[src/rtl/xing_pkg.sv]
package xing_pkg;

  // Phase codes: the low bit selects the road that has the right of way
  // (0 highway, 1 farm), the high bit marks the yellow phase.
  typedef enum logic [1:0] {
    PH_HWY_GO    = 2'b00,
    PH_HWY_WARN  = 2'b10,
    PH_FARM_GO   = 2'b01,
    PH_FARM_WARN = 2'b11
  } phase_e;

  typedef struct packed {
    logic go;
    logic warn;
    logic stop;
  } lamp_t;

endpackage

[src/rtl/xing_sync.sv]
module xing_sync #(
  parameter int  STAGES  = 2,
  parameter logic RST_VAL = 1'b0
) (
  input  logic clk,
  input  logic rst_n,
  input  logic din,
  output logic dout
);

  logic [STAGES-1:0] chain_q;

  always_ff @(posedge clk or negedge rst_n) begin
    if (!rst_n) begin
      chain_q <= {STAGES{RST_VAL}};
    end else begin
      chain_q <= {chain_q[STAGES-2:0], din};
    end
  end

  assign dout = chain_q[STAGES-1];

endmodule

[src/rtl/xing_timer.sv]
module xing_timer #(
  parameter int SHORT_CYC = 4,
  parameter int LONG_CYC  = 12
) (
  input  logic clk,
  input  logic rst_n,
  input  logic restart,
  output logic short_done,
  output logic long_done
);

  localparam int CW = $clog2(LONG_CYC + 1);
  localparam logic [CW-1:0] SHORT_L = CW'(SHORT_CYC);
  localparam logic [CW-1:0] LONG_L  = CW'(LONG_CYC);

  logic [CW-1:0] cnt_q;
  logic [CW-1:0] cnt_d;
  logic          cnt_en;

  // Count up from the restart and saturate at the long limit.
  always_comb begin
    cnt_en = restart || (cnt_q != LONG_L);
    cnt_d  = restart ? '0 : cnt_q + 1'b1;
  end

  always_ff @(posedge clk or negedge rst_n) begin
    if (!rst_n) begin
      cnt_q <= '0;
    end else if (cnt_en) begin
      cnt_q <= cnt_d;
    end
  end

  assign short_done = (cnt_q >= SHORT_L);
  assign long_done  = (cnt_q == LONG_L);

  // a restart clears both expiry flags
  assert_restart_clears_R9: assert property (@(posedge clk) disable iff (!rst_n)
    restart |=> !short_done && !long_done);

  // flags stay raised until the next restart
  assert_short_sticky_R9: assert property (@(posedge clk) disable iff (!rst_n)
    (short_done && !restart) |=> short_done);

  assert_long_sticky_R9: assert property (@(posedge clk) disable iff (!rst_n)
    (long_done && !restart) |=> long_done);

  // the long expiry implies the short expiry
  assert_long_implies_short_R9: assert property (@(posedge clk) disable iff (!rst_n)
    long_done |-> short_done);

endmodule

[src/rtl/xing_fsm.sv]
module xing_fsm
  import xing_pkg::*;
(
  input  logic  clk,
  input  logic  rst_n,
  input  logic  car,
  input  logic  short_done,
  input  logic  long_done,
  output logic  restart,
  output lamp_t hwy,
  output lamp_t farm
);

  phase_e state_q;
  phase_e state_d;

  // Next-phase function
  always_comb begin
    state_d = state_q;
    unique case (state_q)
      PH_HWY_GO:    if (car && long_done)   state_d = PH_HWY_WARN;
      PH_HWY_WARN:  if (short_done)         state_d = PH_FARM_GO;
      PH_FARM_GO:   if (!car || long_done)  state_d = PH_FARM_WARN;
      PH_FARM_WARN: if (short_done)         state_d = PH_HWY_GO;
      default:                              state_d = PH_HWY_GO;
    endcase
  end

  // Timer restart on every phase change; also the register enable
  assign restart = (state_d != state_q);

  always_ff @(posedge clk or negedge rst_n) begin
    if (!rst_n) begin
      state_q <= PH_HWY_GO;
    end else if (restart) begin
      state_q <= state_d;
    end
  end

  // Lamp decode
  always_comb begin
    hwy  = '{go: 1'b0, warn: 1'b0, stop: 1'b1};
    farm = '{go: 1'b0, warn: 1'b0, stop: 1'b1};
    unique case (state_q)
      PH_HWY_GO:    hwy  = '{go: 1'b1, warn: 1'b0, stop: 1'b0};
      PH_HWY_WARN:  hwy  = '{go: 1'b0, warn: 1'b1, stop: 1'b0};
      PH_FARM_GO:   farm = '{go: 1'b1, warn: 1'b0, stop: 1'b0};
      PH_FARM_WARN: farm = '{go: 1'b0, warn: 1'b1, stop: 1'b0};
      default:      hwy  = '{go: 1'b1, warn: 1'b0, stop: 1'b0};
    endcase
  end

  // at least one road shows red in every cycle
  assert_no_conflict_R1: assert property (@(posedge clk) disable iff (!rst_n)
    hwy.stop || farm.stop);

  // highway green holds until car and long expiry coincide
  assert_hwy_hold_R3: assert property (@(posedge clk) disable iff (!rst_n)
    (state_q == PH_HWY_GO && !(car && long_done)) |=> state_q == PH_HWY_GO);

  // highway yellow leaves for farm green on short expiry
  assert_hwy_warn_exit_R4: assert property (@(posedge clk) disable iff (!rst_n)
    (state_q == PH_HWY_WARN && short_done) |=> state_q == PH_FARM_GO);

  // farm green ends on no car or long expiry
  assert_farm_exit_R5: assert property (@(posedge clk) disable iff (!rst_n)
    (state_q == PH_FARM_GO && (!car || long_done)) |=> state_q == PH_FARM_WARN);

  // farm yellow returns to highway green on short expiry
  assert_farm_warn_exit_R7: assert property (@(posedge clk) disable iff (!rst_n)
    (state_q == PH_FARM_WARN && short_done) |=> state_q == PH_HWY_GO);

endmodule

[src/rtl/xing_light_ctrl.sv]
module xing_light_ctrl #(
  parameter int SHORT_CYC   = 4,
  parameter int LONG_CYC    = 12,
  parameter int SYNC_STAGES = 2
) (
  input  logic clk_i,
  input  logic rst_ni,
  input  logic car_i,
  output logic hwy_grn_o,
  output logic hwy_yel_o,
  output logic hwy_red_o,
  output logic farm_grn_o,
  output logic farm_yel_o,
  output logic farm_red_o
);

  import xing_pkg::*;

  logic  rst_n_int;
  logic  car_s;
  logic  restart;
  logic  short_done;
  logic  long_done;
  lamp_t hwy_l;
  lamp_t farm_l;

  // Reset: asynchronous assert, synchronised release
  xing_sync #(.STAGES(SYNC_STAGES), .RST_VAL(1'b0)) u_rst_sync (
    .clk  (clk_i),
    .rst_n(rst_ni),
    .din  (1'b1),
    .dout (rst_n_int)
  );

  xing_sync #(.STAGES(SYNC_STAGES), .RST_VAL(1'b0)) u_car_sync (
    .clk  (clk_i),
    .rst_n(rst_n_int),
    .din  (car_i),
    .dout (car_s)
  );

  xing_timer #(.SHORT_CYC(SHORT_CYC), .LONG_CYC(LONG_CYC)) u_timer (
    .clk       (clk_i),
    .rst_n     (rst_n_int),
    .restart   (restart),
    .short_done(short_done),
    .long_done (long_done)
  );

  xing_fsm u_fsm (
    .clk       (clk_i),
    .rst_n     (rst_n_int),
    .car       (car_s),
    .short_done(short_done),
    .long_done (long_done),
    .restart   (restart),
    .hwy       (hwy_l),
    .farm      (farm_l)
  );

  assign hwy_grn_o  = hwy_l.go;
  assign hwy_yel_o  = hwy_l.warn;
  assign hwy_red_o  = hwy_l.stop;
  assign farm_grn_o = farm_l.go;
  assign farm_yel_o = farm_l.warn;
  assign farm_red_o = farm_l.stop;

endmodule

[config.mk]
export PLATFORM = sky130hd
export DESIGN_NAME = xing_light_ctrl
export DESIGN_NICKNAME = d
export VERILOG_FILES = /design/src/rtl/xing_pkg.sv /design/src/rtl/xing_sync.sv /design/src/rtl/xing_timer.sv /design/src/rtl/xing_fsm.sv /design/src/rtl/xing_light_ctrl.sv
export SDC_FILE = /design/constraint.sdc
export NUM_CORES = 1
export LEC_CHECK = 0
export ABC_AREA = 1
export BUFFER_PORTS_ARGS = -buffer_cell sky130_fd_sc_hd__buf_2
export CORE_AREA = 2 2 39 41
export CTS_CLUSTER_DIAMETER = 40
export DETAILED_ROUTE_END_ITERATION = 6
export DIE_AREA = 0 0 41 43
export GPL_TIMING_DRIVEN = 0
export HOLD_SLACK_MARGIN = 0.06
export REMOVE_ABC_BUFFERS = 1
export SYNTH_ARGS = -nofsm -noshare
export SYNTH_HDL_FRONTEND = slang
export SYNTH_SLANG_ARGS = --single-unit
[constraint.sdc]
create_clock -name clk_i -period 1.35 [get_ports clk_i]
set_input_delay 0.27 -clock clk_i [delete_from_list [all_inputs] [get_ports clk_i]]
set_output_delay 0.27 -clock clk_i [all_outputs]
set_load 0.02 [all_outputs]
After elaboration in Yosys (flattened, before gate mapping). Cells that the tools add are included.

Bits in registers: 10. Input port bits: 3. Output and inout port bits: 6.

Add/sub/neg operators: 1. Magnitude comparators: 1. Equality and inequality tests: 6. Mux-type cells: 8. Reductions and logical operators: 5.

Operators by type and width (count): 3-bit case mux with 2 select lines (2); 2-bit 2-to-1 mux (4); 2-bit case mux with 4 select lines (1); 4-bit by 1-bit adder with 4-bit output, second input constant (1); 2-bit == test, second input constant (2); 4-bit == test, second input constant (1); 4-bit by 3-bit >= comparator with 1-bit output, second input constant (1); 4-bit 2-to-1 mux (1); 4-bit != test, second input constant (1); 2-bit by 1-bit == test with 1-bit output, second input constant (1); 2-bit logical NOT (1); 1-bit logical OR (2); 2-bit != test (1); 1-bit logical AND (1); 1-bit logical NOT (1).

Longest topological paths before layout. Gate-level depths: netlist of run 1.

Depth after elaboration: 6. Gate-level depth with buffers: 7. Gate-level depth less buffers: 7.

By module. Synthesis of run 1 repeated with hierarchy kept, for this count alone.

Cell total of the unflattened synthesis: 62. Area total of the unflattened synthesis: 503.0 µm².

By module, submodules not included: xing_timer (times used 1, cells an instance 32, area each 246.5 µm², sequential area each 100.1 µm²); xing_fsm (times used 1, cells an instance 25, area each 152.6 µm², sequential area each 50.0 µm²); xing_sync (times used 2, cells an instance 2, area each 50.0 µm², sequential area each 50.0 µm²); xing_light_ctrl (times used 1, cells an instance 1, area each 3.8 µm², sequential area each 0.0 µm²).

Least setup slack after synthesis of run 1. No wires, ideal clock.

Kind: reg2reg. From: register u_timer.cnt_q[0]. To: register u_timer.cnt_q[0]. Library setup time: 0.124 ns. Arrival: 1.036 ns. Data required time: 1.226 ns. Slack: 0.190 ns. Cell stages (with the launch flop): 8. Period minus slack after synthesis: 1.160 ns. Cells stage by stage: dfrtp_1 > inv_1 > ha_1 > nand2_1 > nor2_2 > nand3_2 > nand3_2 > a21oi_1.

Word-level cells in the longest chain between the ends: 6.

RTL lines: start: declaration (line xing_timer.sv:16) `logic [CW-1:0] cnt_q;`; start signal: assignment (line xing_timer.sv:30) `cnt_q <= cnt_d;`; parallel branches: the longest is 6 deep, another holds 4-bit by 3-bit >= comparator with 1-bit output.

Several ways; the timed one is not identified. A chain may end at the register's enable or synchronous reset.

Worst setup path after layout of run 1.
From: register u_fsm.state_q[1]. To: output port hwy_yel_o.

Word-level cells in the longest chain between the ends: 2.

RTL lines: start: declaration (line xing_fsm.sv:14) `phase_e state_q;`; start signal: assignment (line xing_fsm.sv:36) `state_q <= state_d;`; 2-bit == test / 2-bit logical NOT (equally long branches) (line xing_fsm.sv:44) `unique case (state_q)`; 3-bit case mux with 2 select lines (*) (line xing_fsm.sv:44); end: declaration (line xing_light_ctrl.sv:10) `output logic hwy_yel_o,`.

Every way passes the cells marked *; elsewhere a longest branch is shown, timed or not.

==> results.toml, run 1 <==
[outcome]
status = "finished clean"

[detailed_routing]
drtIter0Drc = 4
wirelength_um = 647
first_pass_iters = 3
drtAntennaViolNets = 0
drc = 0
wl_per_cell_um = 8.19
viasPerCell = 4.34
vias = 343

[logic_synthesis]
synthXorXnorAreaFrac = 0.0363
ys_types = 18
yosysSeqAreaShare = 0.518
syn_area_per_cell_um2 = 9.29
ys_ff_latch = 10
synth_fa_ha_area_frac = 0.0518
synth.cell_area_um2 = 483
synthCells = 52
synth_compound_area_frac = 0.0725
ys_warn_count = 0
muxShareOfSynthArea = 0
synth_simple_gate_area_share = 0.251
synth_top_family_by_area = "simple AND/OR/NAND/NOR gates"

[min_path]
min_path_type = "register to async pin"

[placed_design]
dp_hpwl_um = 561
post-place-ws_ns = 0.0706
place_congestion = 0.726
port_buffers = 8
placed_cell_area_um2 = 539

[timing]
postLayoutSetupSlackWorst_ns = 0.0602
fin_crit_ns = 1.29
slew_violations = 0
finalSetupViolations = 0
finalHoldViolations = 0
post-route-period-util = 0.955
skew_ns = 0.00264
setup_tns_ns = 0
rsz0062_at_grt = "yes"
fmax_mhz = 775

[layout]
num-fill-cells = 133
area_growth_pct = 25.4
drive_above_1_share = 0.413
fin_util = 0.438
diodes = 0
fin_area_um2 = 606
nets = 70

[power]
p_leak_nw = 0.295
p_per_area_nw_per_um2 = 2310
swShare = 0.450
internal-power_mw = 0.768
total_power_mw = 1.40
ir_worst_vdd_mv = 0.958
clockPowerShare = 0.130
pwr-share-comb = 0.503
power_frac_seq = 0.366
p_sw_mw = 0.628

[worst_setup_path]
r2r_slack_ns = 0.13
r2r-start = "u_timer.cnt_q[1]"
rr_endpoint = "u_timer.cnt_q[1]"
crit_path_end_kind = "output pin"
critPathRequiredTime_ns = 1.08
reg2reg_depth = 7
critical_path.startpoint_type = "register"
cp_max_fo = 5
arrival_ns = 1.02
crit_type = "register to output pin"

[clock_tree]
post_cts_buffers = 0
clockBufferDepth = 2
cts_sinks = 10
cts_htree_levels = 1
cts_buffers = 3
cts.root.buffer_cell = "clkbuf_4"
clk_latency_ns = 0.25
cts_tree = "built"
path_clk_slew_ns = 0.06

[grt]
grt_pass1_vias = 285
grt_use_total = 0.0953
gr-total-overflow = 0
antenna_found_initial = 0
grt_max_degree = 9
grt_first_pass_wirelength_um = 1120

[floorplan]
die_w_um = 41
io_pins = 9
fp.dieArea_um2 = 1760
core_area_um2 = 1380
initial_core_util = 0.349
fp-row-count = 14
die_h_um = 43

[run]
cap_viol_max_count = 0
-- area by class of cell --
type	instances	area, um2	area share
clock buffers	3	22.5	0.0372
inverters	7	26.3	0.0434
multi-input cells	34	231	0.382
flip-flops and latches	10	253	0.417
well taps	16	20.0	0.0331
repair buffers	9	52.6	0.0868
-- per-layer routing --
layer	share of wire	wire length, um	track usage	vias to the layer above
met2	0.45	288	0.119	9
met1	0.49	318	0.137	147
met5	0	0	0	-
li1	-	-	-	187
met4	0	0	0.0200	0
met3	0.062	40	0.0628	0
-- Yosys cell counts --
cell type,instances,share of area
nor2_2,2,0.026
o21ai_1,1,0.010
a21oi_1,4,0.041
nor2_4,1,0.023
ha_1,2,0.052
clkbuf_1,1,0.0078
dfrtp_1,10,0.52
inv_2,1,0.0078
nand3_2,3,0.062
or2_1,1,0.013
nor2_1,3,0.023
xor2_1,2,0.036
inv_1,6,0.047
nand2_2,1,0.013
nand2_1,9,0.070
conb_1,1,0.0078
nand3_1,2,0.021
o21ai_0,2,0.021
-- flip-flops by register name, summed over array words and instances, names as in the netlist --
name and count:
u_timer.cnt_q 4, u_car_sync.chain_q 2, u_fsm.state_q 2, u_rst_sync.chain_q 2
-- logic make-up after synthesis --
family	Yosys count
simple gates	22
fa+ha+maj	2
compound gates	7
other cells	1
buf+inv	8
xor+xnor	2
flops	10
-- power by group through the flow --
stage               Clock, mW  Sequential (mW)  Combinational [mW]
finish                  0.182            0.511               0.703
global placement            0            0.499               0.637
global route            0.210            0.527               0.821
floorplan                   0            0.500               0.478
CTS                     0.195            0.499               0.645
detailed placement          0            0.501               0.639
-- metrics by stage --
step	hold slack (ns)	std cells
after floorplan	-0.0256	51
after global placement	0.0583	75
after detailed placement	0.0594	75
after CTS	0.111	79
after global routing	0.107	79
final	0.112	79
-- cells in the final DEF (no fill, tap or decap), types with 2 or more instances in the layout --
cell and instances:
nor2_2 3, clkbuf_4 3, dfrtp_1 8, xor2_1 2, inv_1 5, nand2_1 8
buf_2 7, nor2_1 2, nand3_2 2, o21ai_0 2, dfrtp_2 2, a21oi_1 3
nand3_1 2, nand2_2 2, inv_2 2
-- worst max-delay path: stages (launching register included) --
cell,delay [ns]
dfrtp_2,0.44
inv_1,0.12
nor2_2,0.05
buf_4,0.15
-- repair_timing --
action                     4_1_cts  5_1_grt
hold buffers                     1        0
gates resized for setup          1        9
hold endpoints to repair         2        0
pin swaps                        0        0
setup endpoints to repair        1        7
-- worst max-delay path by stage --
stage | slack [ns] | cells after the start | start | end
2_1_floorplan | 0.16 | 5 | u_fsm.state_q[0] | u_timer.cnt_q[0]
5_1_grt | -0.002 | 2 | u_fsm.state_q[0] | hwy_grn_o
3_5_place_dp | 0.07 | 7 | u_timer.cnt_q[0] | u_timer.cnt_q[3]
3_3_place_gp | 0.09 | 7 | u_timer.cnt_q[0] | u_timer.cnt_q[1]
6_report | 0.06 | 3 | u_fsm.state_q[1] | hwy_yel_o
4_1_cts | 0.003 | 3 | u_fsm.state_q[1] | hwy_yel_o
No activity file was read; power rests on OpenSTA's default activity.
==> run 2: changes to the inputs <==
==> constraint.sdc (replaced) <==
create_clock -name clk_i -period 1.37 [get_ports clk_i]
set_input_delay 0.274 -clock clk_i [delete_from_list [all_inputs] [get_ports clk_i]]
set_output_delay 0.274 -clock clk_i [all_outputs]
set_load 0.02 [all_outputs]
==> results.toml, run 2 (synthesized netlist as in run 1, its figures left out) <==
[outcome]
status = "finished clean"

[timing]
fin_crit_ns = 1.29
skew_ns = 0.00264
post-route-period-util = 0.944
finalHoldViolations = 0
rsz0062_at_grt = "no"
fmax_mhz = 773
holdWs_ns = 0.112
setup_tns_ns = 0
finalSetupViolations = 0
slew_violations = 0

[clock_tree]
cts_htree_levels = 1
clockBufferDepth = 2
cts_buffers = 3
path_clk_slew_ns = 0.06
cts_sinks = 10
cts.root.buffer_cell = "clkbuf_4"
cts_tree = "built"
clk_latency_ns = 0.25
post_cts_buffers = 0

[floorplan]
io_pins = 9
core_area_um2 = 1380
fp-row-count = 14
fp.dieArea_um2 = 1760
initial_core_util = 0.349
die_h_um = 43
die_w_um = 41

[power]
pwr-share-comb = 0.505
p_leak_nw = 0.295
p_per_area_nw_per_um2 = 2270
internal-power_mw = 0.756
swShare = 0.450
p_sw_mw = 0.618
total_power_mw = 1.37
ir_worst_vdd_mv = 0.944
clockPowerShare = 0.131
power_frac_seq = 0.365

[layout]
area_growth_pct = 25.4
top_register = "u_timer.cnt_q"
layout_common_cells = "nand2_1, dfrtp_1, buf_2"
largest_register_ffs = 4
drive_above_1_share = 0.397
nets = 70
diodes = 0

[worst_setup_path]
crit_type = "register to output pin"
crit_start = "u_fsm.state_q[1]"
reg2reg_depth = 7
arrival_ns = 1.02
crit_path_end_kind = "output pin"
cp_max_fo = 5
rr_endpoint = "u_timer.cnt_q[1]"
crit_end = "hwy_yel_o"
r2r_slack_ns = 0.11
r2r-start = "u_timer.cnt_q[0]"
critPathRequiredTime_ns = 1.10
critical_path.startpoint_type = "register"

[detailed_routing]
viasPerCell = 4.33
drtAntennaViolNets = 0
drc = 0
first_pass_iters = 4
vias = 342
wirelength_um = 653
wl_per_cell_um = 8.27
drtIter0Drc = 4

[grt]
grt_pass1_vias = 285
grt_max_degree = 9
antenna_found_initial = 0
gr-total-overflow = 0
grt_first_pass_wirelength_um = 1120
grt_use_total = 0.0953

[placed_design]
dp_hpwl_um = 561
port_buffers = 8
place_congestion = 0.726

[run]
cap_viol_max_count = 0

[min_path]
min_path_type = "register to async pin"
## run 2: worst min path at each step
stage                          start  slack [ns]                     to
2_1_floorplan                 rst_ni       -0.02  u_rst_sync.chain_q[0]
3_3_place_gp                  rst_ni        0.06  u_rst_sync.chain_q[0]
3_5_place_dp                  rst_ni        0.06  u_rst_sync.chain_q[0]
4_1_cts                        car_i        0.11  u_car_sync.chain_q[0]
5_1_grt                        car_i        0.11  u_car_sync.chain_q[0]
6_report       u_rst_sync.chain_q[1]        0.11       u_timer.cnt_q[3]
## run 2: final cells by class
| cell class | instances | area, um2 |
|---|---|---|
| Tap cell | 16 | 20.0 |
| Fill cell | 133 | 778 |
| Timing Repair Buffer | 9 | 52.6 |
| Sequential cell | 10 | 253 |
| Multi-Input combinational cell | 34 | 231 |
| Inverter | 7 | 26.3 |
| Clock buffer | 3 | 22.5 |
## run 2: per-layer routing
layer  up-vias  part of all wire  global-route usage
met5         -                 0                   0
met4         0                 0              0.0200
met3         0             0.061              0.0628
met1       147              0.49               0.137
met2         9              0.44               0.119
li1        186                 -                   -
## run 2: what timing repair did
action | in CTS | in global routing
hold endpoints to repair | 2 | 0
setup endpoints to repair | 1 | 6
resized for setup | 1 | 8
hold buffers | 1 | 0
## run 2: critical path, stage by stage (launching register included)
cell and delay [ns]:
dfrtp_2 0.44, inv_1 0.12, nor2_2 0.05, buf_4 0.15
## run 2: power groups by stage
stage                     Combinational (mW)  Clock, mW  Sequential, mW
after floorplan                        0.471          0           0.493
after global placement                 0.628          0           0.492
after detailed placement               0.630          0           0.493
after CTS                              0.635      0.192           0.492
after global routing                   0.808      0.207           0.516
final                                  0.693      0.179           0.501
## run 2: stage by stage
| stage | cell area [um2] | std cells | worst slack, ns | utilization |
|---|---|---|---|---|
| 2_1_floorplan | 479 | 51 | 0.178 | - |
| 3_3_place_gp | 539 | 75 | 0.111 | 0.390 |
| 3_5_place_dp | 539 | 75 | 0.0906 | 0.390 |
| 4_1_cts | 573 | 79 | 0.0190 | 0.414 |
| 5_1_grt | 606 | 79 | 0.00487 | 0.438 |
| 6_report | 606 | 79 | 0.0764 | 0.438 |
==> run 3: changes to the inputs <==
==> constraint.sdc (replaced) <==
create_clock -name clk_i -period 1.37 [get_ports clk_i]
set_input_delay 0.411 -clock clk_i [delete_from_list [all_inputs] [get_ports clk_i]]
set_output_delay 0.411 -clock clk_i [all_outputs]
set_load 0.02 [all_outputs]
==> results.toml, run 3 (synthesized netlist as in run 1, its figures left out) <==
[layout]
layout_common_cells = "nand2_1, dfrtp_1, inv_1"
area_growth_pct = 34.2
top_register = "u_timer.cnt_q"
fin_util = 0.468
fin_area_um2 = 648
nets = 71
largest_register_ffs = 4
drive_above_1_share = 0.422
diodes = 0

[clock_tree]
cts.root.buffer_cell = "clkbuf_4"
cts_htree_levels = 1
cts_buffers = 3
clockBufferDepth = 2
cts_tree = "built"
path_clk_slew_ns = 0.06
clk_latency_ns = 0.25
cts_sinks = 10

[floorplan]
io_pins = 9
fp.dieArea_um2 = 1760
die_h_um = 43
die_w_um = 41
fp-row-count = 14
core_area_um2 = 1380
initial_core_util = 0.349

[grt]
gr-total-overflow = 0
grt_pass1_vias = 286
grt_max_degree = 9
grt_use_total = 0.0973
antenna_found_initial = 0
grt_first_pass_wirelength_um = 1150

[power]
p_sw_mw = 0.667
clockPowerShare = 0.118
internal-power_mw = 0.857
power_frac_seq = 0.344
p_leak_nw = 0.307
p_per_area_nw_per_um2 = 2350
swShare = 0.438
ir_worst_vdd_mv = 0.975
total_power_mw = 1.52
pwr-share-comb = 0.538

[timing]
postLayoutSetupSlackWorst_ns = -0.0416
holdWs_ns = 0.111
finalHoldViolations = 0
fin_crit_ns = 1.41
skew_ns = 0.00262
post-route-period-util = 1.03
finalSetupViolations = 5
rsz0062_at_grt = "yes"
fmax_mhz = 708
slew_violations = 0
setup_tns_ns = -0.129

[worst_setup_path]
max_stage_delay_ns = 0.45
cp_num_buf_inv = 2
cp_slowest_cell = "dfrtp_2"
r2r_slack_ns = 0.11
r2r-start = "u_timer.cnt_q[0]"
critical_path.startpoint_type = "register"
path_cells = "inv_2, nor2_4, buf_6"
critPathRequiredTime_ns = 0.96
reg2reg_depth = 7
cp_max_fo = 5
arrival_ns = 1.00
crit_path_end_kind = "output pin"
cp_top_family = "flip-flops"
crit_type = "register to output pin"
rr_endpoint = "u_timer.cnt_q[1]"

[outcome]
status = "complete, but fails checks"
violations = "negative setup slack"

[placed_design]
port_buffers = 8
placed_cell_area_um2 = 539
dp_hpwl_um = 561
place_congestion = 0.726

[detailed_routing]
wl_per_cell_um = 8.61
vias = 348
drc = 0
wirelength_um = 689
viasPerCell = 4.35
drtAntennaViolNets = 0
drtIter0Drc = 3
first_pass_iters = 2

[run]
cap_viol_max_count = 0

[min_path]
min_path_type = "register to async pin"
[run 3: changes by cell type in the layout (fill, tap and decap cells not counted)]
cell	before	now
buf_2	7	3
buf_6	0	4
nor2_2	3	1
nor2_4	1	3
buf_4	1	2
inv_1	6	5
inv_2	1	2
[run 3: timing repair]
item                       in CTS  in global routing
pin swaps                       1                  0
setup buffers                   1                  0
hold buffers                    1                  0
setup endpoints to repair       5                  9
resized for setup              11                  9
cloned                          0                  0
hold endpoints to repair        2                  0
[run 3: metal layers]
metal,up-vias,wire length [um],track usage
li1,185,-,-
met1,154,332,0.137
met2,9,323,0.125
met3,0,33,0.0628
met4,0,0,0.0200
met5,-,0,0
[run 3: worst max path at each step]
stage                                   to  cells past startpoint             start  slack, ns
after floorplan                  hwy_yel_o                      1  u_fsm.state_q[0]       0.10
after global placement    u_timer.cnt_q[1]                      7  u_timer.cnt_q[0]       0.11
after detailed placement  u_timer.cnt_q[3]                      7  u_timer.cnt_q[0]       0.09
after CTS                        hwy_grn_o                      2  u_fsm.state_q[0]      -0.06
after global routing            farm_grn_o                      3  u_fsm.state_q[0]      -0.09
final                            hwy_yel_o                      3  u_fsm.state_q[1]      -0.04
[run 3: through the flow]
stage / worst slack [ns] / instances
global route: -0.0865 / 80
CTS: -0.0581 / 80
finish: -0.0416 / 80
floorplan: 0.104 / 51
global placement: 0.111 / 75
detailed placement: 0.0906 / 75
[run 3: power by group through the flow]
| stage | clock network, mW | registers (mW) | logic [mW] |
|---|---|---|---|
| 6_report | 0.179 | 0.524 | 0.820 |
| 5_1_grt | 0.207 | 0.537 | 0.938 |
| 3_3_place_gp | 0 | 0.492 | 0.628 |
| 4_1_cts | 0.192 | 0.500 | 0.735 |
| 2_1_floorplan | 0 | 0.493 | 0.471 |
| 3_5_place_dp | 0 | 0.493 | 0.630 |
[run 3: layout make-up]
| cell class | count | area (um2) |
|---|---|---|
| Multi-Input combinational cell | 34 | 241 |
| Sequential cell | 10 | 253 |
| Clock buffer | 3 | 22.5 |
| Fill cell | 128 | 736 |
| Inverter | 7 | 26.3 |
| Timing Repair Buffer | 10 | 85.1 |
| Tap cell | 16 | 20.0 |
